==> src/rtl/dlc_pkg.sv <==
package dlc_pkg;
    localparam int NSRC = 3;
    localparam int SRCW = 2;

    typedef enum logic [1:0] {
        SRC_TC0 = 2'd0,
        SRC_TC1 = 2'd1,
        SRC_CTL = 2'd2
    } src_e;

    typedef enum logic [1:0] {
        ST_IDLE = 2'd0,
        ST_DATA = 2'd1,
        ST_CTRL = 2'd2
    } state_e;

    typedef enum logic [1:0] {
        TR_NONE    = 2'd0,
        TR_START   = 2'd1,
        TR_HOLD    = 2'd2,
        TR_PREEMPT = 2'd3
    } trans_e;
endpackage

==> src/rtl/dlc_prio_pick.sv <==
module dlc_prio_pick #(
    parameter int N = 3
) (
    input  logic [N-1:0]         req,
    output logic                 found,
    output logic [$clog2(N)-1:0] idx
);
    localparam int IW = $clog2(N);

    // highest index wins: later iterations override earlier ones
    always_comb begin
        found = 1'b0;
        idx   = '0;
        for (int i = 0; i < N; i++) begin
            if (req[i]) begin
                found = 1'b1;
                idx   = IW'(i);
            end
        end
    end
endmodule

==> src/rtl/dlc_susp_stack.sv <==
module dlc_susp_stack #(
    parameter int DEPTH = 3,
    parameter int EW    = 2
) (
    input  logic          clk,
    input  logic          rst_n,
    input  logic          push,
    input  logic          pop,
    input  logic [EW-1:0] push_val,
    output logic [EW-1:0] top,
    output logic          full,
    output logic          empty
);
    localparam int LW = $clog2(DEPTH + 1);

    logic [LW-1:0] level_q;
    logic [EW-1:0] mem_q [DEPTH];

    assign full  = (level_q == LW'(DEPTH));
    assign empty = (level_q == '0);

    always_ff @(posedge clk) begin
        if (!rst_n) begin
            level_q <= '0;
        end else if (push && !full) begin
            level_q <= level_q + 1'b1;
        end else if (pop && !empty) begin
            level_q <= level_q - 1'b1;
        end
    end

    for (genvar g = 0; g < DEPTH; g++) begin : g_entry
        always_ff @(posedge clk) begin
            if (!rst_n) begin
                mem_q[g] <= '0;
            end else if (push && level_q == LW'(g)) begin
                mem_q[g] <= push_val;
            end
        end
    end

    always_comb begin
        top = '0;
        for (int i = 0; i < DEPTH; i++) begin
            if (level_q == LW'(i + 1)) top = mem_q[i];
        end
    end
endmodule

==> src/rtl/dlc_out_stage.sv <==
module dlc_out_stage #(
    parameter int SYM_W = 8,
    parameter int CW    = 2
) (
    input  logic             clk,
    input  logic             rst_n,
    input  logic             take,
    input  logic [SYM_W-1:0] sym,
    input  logic             sof,
    input  logic             eof,
    input  logic [CW-1:0]    cls,
    output logic             out_valid,
    output logic [SYM_W-1:0] out_sym,
    output logic             out_sof,
    output logic             out_eof,
    output logic [CW-1:0]    out_cls
);
    always_ff @(posedge clk) begin
        if (!rst_n) begin
            out_valid <= 1'b0;
            out_sym   <= '0;
            out_sof   <= 1'b0;
            out_eof   <= 1'b0;
            out_cls   <= '0;
        end else begin
            out_valid <= take;
            if (take) begin
                out_sym <= sym;
                out_sof <= sof;
                out_eof <= eof;
                out_cls <= cls;
            end
        end
    end
endmodule

==> src/rtl/dlc_preempt_composer.sv <==
module dlc_preempt_composer
    import dlc_pkg::*;
#(
    parameter int SYM_W       = 8,
    parameter int STACK_DEPTH = 3
) (
    input  logic                  clk,
    input  logic                  rst_n,
    input  logic                  preempt_en,
    input  logic [NSRC-1:0]       in_valid,
    input  logic [NSRC-1:0]       in_sof,
    input  logic [NSRC-1:0]       in_eof,
    input  logic [NSRC*SYM_W-1:0] in_sym,
    output logic [NSRC-1:0]       in_ready,
    output logic                  out_valid,
    output logic                  out_sof,
    output logic                  out_eof,
    output logic [SRCW-1:0]       out_cls,
    output logic [SYM_W-1:0]      out_sym
);
    state_e state_q, state_d;
    src_e   cur_q, cur_d;
    trans_e tr;

    logic [NSRC-1:0]  start_req;
    logic             pick_found;
    logic [SRCW-1:0]  pick_idx;
    logic             gnt_vld;
    logic [SRCW-1:0]  gnt_idx;
    logic             push, pop;
    logic [SRCW-1:0]  stk_top;
    logic             stk_full, stk_empty;
    logic [SYM_W-1:0] sel_sym;
    logic             sel_eof, sel_sof;

    assign start_req = in_valid & in_sof;

    dlc_prio_pick #(.N(NSRC)) u_pick (
        .req   (start_req),
        .found (pick_found),
        .idx   (pick_idx)
    );

    dlc_susp_stack #(.DEPTH(STACK_DEPTH), .EW(SRCW)) u_stack (
        .clk      (clk),
        .rst_n    (rst_n),
        .push     (push),
        .pop      (pop),
        .push_val (cur_q),
        .top      (stk_top),
        .full     (stk_full),
        .empty    (stk_empty)
    );

    // state register
    always_ff @(posedge clk) begin
        if (!rst_n) begin
            state_q <= ST_IDLE;
            cur_q   <= SRC_TC0;
        end else begin
            state_q <= state_d;
            cur_q   <= cur_d;
        end
    end

    // grant decision (output process)
    always_comb begin
        gnt_vld = 1'b0;
        gnt_idx = cur_q;
        tr      = TR_NONE;
        unique case (state_q)
            ST_IDLE: begin
                if (pick_found) begin
                    gnt_vld = 1'b1;
                    gnt_idx = pick_idx;
                    tr      = TR_START;
                end
            end
            ST_DATA: begin
                if (preempt_en && pick_found && (pick_idx > cur_q) && !stk_full) begin
                    gnt_vld = 1'b1;
                    gnt_idx = pick_idx;
                    tr      = TR_PREEMPT;
                end else if (in_valid[cur_q]) begin
                    gnt_vld = 1'b1;
                    tr      = TR_HOLD;
                end
            end
            ST_CTRL: begin
                if (in_valid[cur_q]) begin
                    gnt_vld = 1'b1;
                    tr      = TR_HOLD;
                end
            end
            default: begin
                gnt_vld = 1'b0;
            end
        endcase
    end

    always_comb begin
        in_ready = '0;
        sel_sym  = '0;
        sel_sof  = 1'b0;
        sel_eof  = 1'b0;
        for (int i = 0; i < NSRC; i++) begin
            if (gnt_idx == SRCW'(i)) begin
                in_ready[i] = gnt_vld;
                sel_sym     = in_sym[i*SYM_W +: SYM_W];
                sel_sof     = in_sof[i];
                sel_eof     = in_eof[i];
            end
        end
    end

    // next state: START / HOLD / PREEMPT, and on end RESUME or FINISH
    always_comb begin
        state_d = state_q;
        cur_d   = cur_q;
        push    = 1'b0;
        pop     = 1'b0;
        if (gnt_vld) begin
            if (sel_eof) begin
                if (tr == TR_PREEMPT) begin
                    // one-symbol insertion: the open frame stays current
                    state_d = state_q;
                end else if (!stk_empty) begin
                    pop     = 1'b1;
                    cur_d   = src_e'(stk_top);
                    state_d = ST_DATA;
                end else begin
                    state_d = ST_IDLE;
                end
            end else begin
                push    = (tr == TR_PREEMPT);
                cur_d   = src_e'(gnt_idx);
                state_d = (gnt_idx == SRC_CTL) ? ST_CTRL : ST_DATA;
            end
        end
    end

    dlc_out_stage #(.SYM_W(SYM_W), .CW(SRCW)) u_out (
        .clk       (clk),
        .rst_n     (rst_n),
        .take      (gnt_vld),
        .sym       (sel_sym),
        .sof       (sel_sof),
        .eof       (sel_eof),
        .cls       (gnt_idx),
        .out_valid (out_valid),
        .out_sym   (out_sym),
        .out_sof   (out_sof),
        .out_eof   (out_eof),
        .out_cls   (out_cls)
    );
endmodule

==> config.mk <==
export PLATFORM = sky130hd
export DESIGN_NAME = dlc_preempt_composer
export DESIGN_NICKNAME = d
export VERILOG_FILES = /design/src/rtl/dlc_pkg.sv /design/src/rtl/dlc_prio_pick.sv /design/src/rtl/dlc_susp_stack.sv /design/src/rtl/dlc_out_stage.sv /design/src/rtl/dlc_preempt_composer.sv
export SDC_FILE = /design/constraint.sdc
export NUM_CORES = 1
export LEC_CHECK = 0
export ABC_AREA = 1
export BUFFER_PORTS_ARGS = -buffer_cell sky130_fd_sc_hd__buf_2
export CAP_MARGIN = 0
export CORE_MARGIN = 3
export CORE_UTILIZATION = 55
export CTS_BUF_LIST = sky130_fd_sc_hd__clkbuf_2 sky130_fd_sc_hd__clkbuf_4 sky130_fd_sc_hd__clkbuf_8
export CTS_CLUSTER_SIZE = 12
export DETAILED_ROUTE_END_ITERATION = 12
export PLACE_DENSITY_LB_ADDON = 0.2
export SYNTH_ARGS = -nofsm -noshare
export SYNTH_HDL_FRONTEND = slang
export SYNTH_SLANG_ARGS = --single-unit
==> constraint.sdc <==
create_clock -name clk -period 6.1 [get_ports clk]
set_input_delay 0.61 -clock clk [delete_from_list [all_inputs] [get_ports clk]]
set_output_delay 0.61 -clock clk [all_outputs]
set_load 0.03 [all_outputs]
==> results.sh <==
export IMPL_synth_flop_cell="dfxtp_1"
export IMPL_rr_worst_depth=17
export IMPL_power_switching_mw=0.4925
export IMPL_yosysUniqueCellTypes=29
export IMPL_seqPwrFrac_pct=27.4
export IMPL_grt_max_degree=16
export IMPL_port_buffers=51
export IMPL_clk_pin_slew_ns=0.14
export IMPL_multi_input_area_um2=960.9
export IMPL_tns_ns=0
export IMPL_worst_slew_pin_slew_ns=0.3449
export IMPL_cts_max_path_buffers=2
export IMPL_wire_per_inst_um=12.25
export IMPL_postCtsSetupRepairBufs=0
export IMPL_overflow=0
export IMPL_max_stage_delay_ns=0.31
export IMPL_cp_end_kind="primary output"
export IMPL_place_ws_ns=3.093
export IMPL_via_count=1672
export IMPL_avgViaCountPerCell=5.308
export IMPL_rsz0062_at_grt="false"
export IMPL_post_route_cells_drive_above_1_share_pct=30.99
export IMPL_clockPowerShare_pct=8.4
export IMPL_crit_path_max_fanout=13
export IMPL_postRouteAntennaNets=0
export IMPL_crit_start="in_sof[2]"
export IMPL_layout_common_cells="nand2_1 (63), buf_2 (51), nor2_1 (22)"
export IMPL_netlist_instances=233
export IMPL_design_die_area_um2=3714
export IMPL_io_pins=52
export IMPL_gp_congestion=0.9750
export IMPL_drv_slew=0
export IMPL_yosysWarnings=0
export IMPL_synth_area_um2=1660
export IMPL_layout_min_cycle_time_ns=3.026
export IMPL_cp_required_ns=5.49
export IMPL_hold_viol_final=0
export IMPL_path_cells="buf_2 > nand2_2 > nand3_1 > ha_1 > nand2_1 > inv_2 > nor2_4 > nand4_1 > nand3_2 > nand2_4 > inv_4 > nand2_1 > nor2_1 > buf_2"
export IMPL_max_slew_margin_pct=76.98
export IMPL_layout_commonest_cell="nand2_1"
export IMPL_ys_ff_latch=25
export IMPL_fin_crit_sh_pct=49.61
export IMPL_post_cts_resized=0
export IMPL_initial_core_util_pct=59.19
export IMPL_totalWireLength_um=3859
export IMPL_cts_tree="yes"
export IMPL_hold_buffers=0
export IMPL_p_sw_share_pct=54.17
export IMPL_clock_sinks=25
export IMPL_status="finished, final reports clean"
export IMPL_syn2layout_area_growth_pct=18.24
export IMPL_cp_arrival_ns=2.42
export IMPL_timing_hold_ws_ns=0.4576
export IMPL_cellInternalPower_mw=0.4166
export IMPL_worst_slack_ns=3.074
export IMPL_die_y_um=60.95
export IMPL_grt_pass1_wl_um=6037
export IMPL_r2r_start="cur_q[1]$_SDFFE_PN0P_"
export IMPL_clock_root_buffer="clkbuf_4"
export IMPL_synth_nets=275
export IMPL_p_per_area_nw_per_um2=463.1
export IMPL_crit_path_top_delay_cell="ha_1"
export IMPL_first_pass_iters=4
export IMPL_hp_class="flip-flop to flip-flop"
export IMPL_fin_skew_ns=0.006922
export IMPL_r2r_end="u_stack.mem_q[2][0]$_SDFFCE_PN0P_"
export IMPL_antenna_found_initial=0
export IMPL_diodes=0
export IMPL_regArea_um2=560.5
export IMPL_final_fill_count=245
export IMPL_die_w_um=60.95
export IMPL_leakage_nw=1.011
export IMPL_insertion_delay_ns=0.32
export IMPL_critical_path_class="input port to primary output"
export IMPL_crit_path_start_kind="input port"
export IMPL_hold_end="u_out.out_sym[7]$_SDFFE_PN0P_"
export IMPL_yosysSeqAreaShare_pct=33.76
export IMPL_syn_area_per_cell_um2=7.126
export IMPL_hold_start="u_out.out_sym[7]$_SDFFE_PN0P_"
export IMPL_rows=19
export IMPL_grt_pass1_vias=1431
export IMPL_synth_edff_count=6
export IMPL_hold_depth=2
export IMPL_drt_iter0_markers=96
export IMPL_pwr_share_comb_pct=64.1
export IMPL_drv_cap=0
export IMPL_synthArstFlopShare_pct=0
export IMPL_grt_use_total_pct=21.09
export IMPL_ir_drop_mv=0.2904
export IMPL_final_nets=327
export IMPL_ff2ff_setup_slack_ns=3.55
export IMPL_drc=0
export IMPL_hpwl_um=3061
export IMPL_cts_max_level=1
export IMPL_numCtsBuffers=3
export IMPL_setup_viol=0
export IMPL_core_area_um2=2805
export IMPL_fmax_mhz=330.4
-- worst max-delay path: cells and delay by family --
kind / cells / cell delay, ns
buf+inv: 4 / 0.48
simple gates: 9 / 1.01
fa+ha+maj: 1 / 0.31
-- final cells by class --
| cell class | count | area share, % |
|---|---|---|
| clock buffer | 3 | 1.147 |
| clock inverter | 1 | 0.3187 |
| inverter | 30 | 6.055 |
| multi-input combinational | 174 | 48.95 |
| sequential | 25 | 28.55 |
| tap | 31 | 1.976 |
| timing repair buffer | 51 | 13.00 |
-- cell usage after synthesis, types with 3 or more instances --
library cell | n | area (µm²)
nor2_1 | 22 | 82.58
nand4_1 | 4 | 25.02
a21oi_1 | 4 | 20.02
inv_1 | 20 | 75.07
inv_2 | 6 | 22.52
ha_1 | 6 | 75.07
edfxtp_1 | 6 | 180.2
nand2_1 | 63 | 236.5
nand2_4 | 6 | 67.56
nand2_2 | 3 | 18.77
o21ai_1 | 5 | 25.02
buf_2 | 4 | 20.02
dfxtp_1 | 19 | 380.4
o211ai_1 | 5 | 37.54
nand3_2 | 9 | 90.09
o21ai_0 | 20 | 100.1
nand3_1 | 17 | 85.08
-- per-layer routing --
metal	share of wire (%)	track usage, %	up-vias
met4	1.2	6.192	0
met3	3.2	2.979	6
met5	0	0	-
li1	-	-	870
met2	49	33.44	32
met1	47	29.86	764
-- stage by stage --
| step | power, mW | util [%] | area, µm² | instances |
|---|---|---|---|---|
| 3_3_place_gp | 0.8309 | 68.96 | 1934 | 311 |
| 2_1_floorplan | 0.7082 | - | 1660 | 233 |
| 4_1_cts | 0.9113 | 69.98 | 1963 | 315 |
| 3_5_place_dp | 0.8345 | 68.96 | 1934 | 311 |
| 5_1_grt | 0.9966 | 69.98 | 1963 | 315 |
| 6_report | 0.9091 | 69.98 | 1963 | 315 |
-- sequential cells by signal, indices dropped and copies added, names as in the netlist --
signal	flops
u_out.out_valid	1
u_out.out_eof	1
u_out.out_cls	2
cur_q	2
u_stack.mem_q	6
u_out.out_sof	1
state_q	2
u_stack.level_q	2
u_out.out_sym	8
-- how the worst max path moves through the flow --
stage / to / slack [ns] / cells after the start
final: in_ready[0] / 3.07 / 14
after CTS: in_ready[0] / 3.09 / 14
after detailed placement: in_ready[0] / 3.09 / 14
after floorplan: in_ready[0] / 3.31 / 12
after global routing: in_ready[0] / 2.86 / 14
after global placement: in_ready[0] / 3.18 / 14
-- power by group through the flow --
stage | Sequential (mW) | Combinational, mW | Clock, mW
floorplan | 0.315 | 0.393 | 0
global placement | 0.253 | 0.578 | 0
detailed placement | 0.253 | 0.582 | 0
CTS | 0.249 | 0.583 | 0.0791
global route | 0.255 | 0.653 | 0.0888
finish | 0.249 | 0.583 | 0.0767
-- logic make-up (layout without fill, tap and decap cells) --
group                      Yosys count  count (layout)  synth area share, %
and+or+nand+nor                    128             128                39.19
AOI/OAI and AO/OA                   40              40                14.17
buffers and inverters               34              85                8.364
DFF                                 25              25                33.76
adders and majority gates            6               6                4.521
No activity file was read; power rests on OpenSTA's default activity.
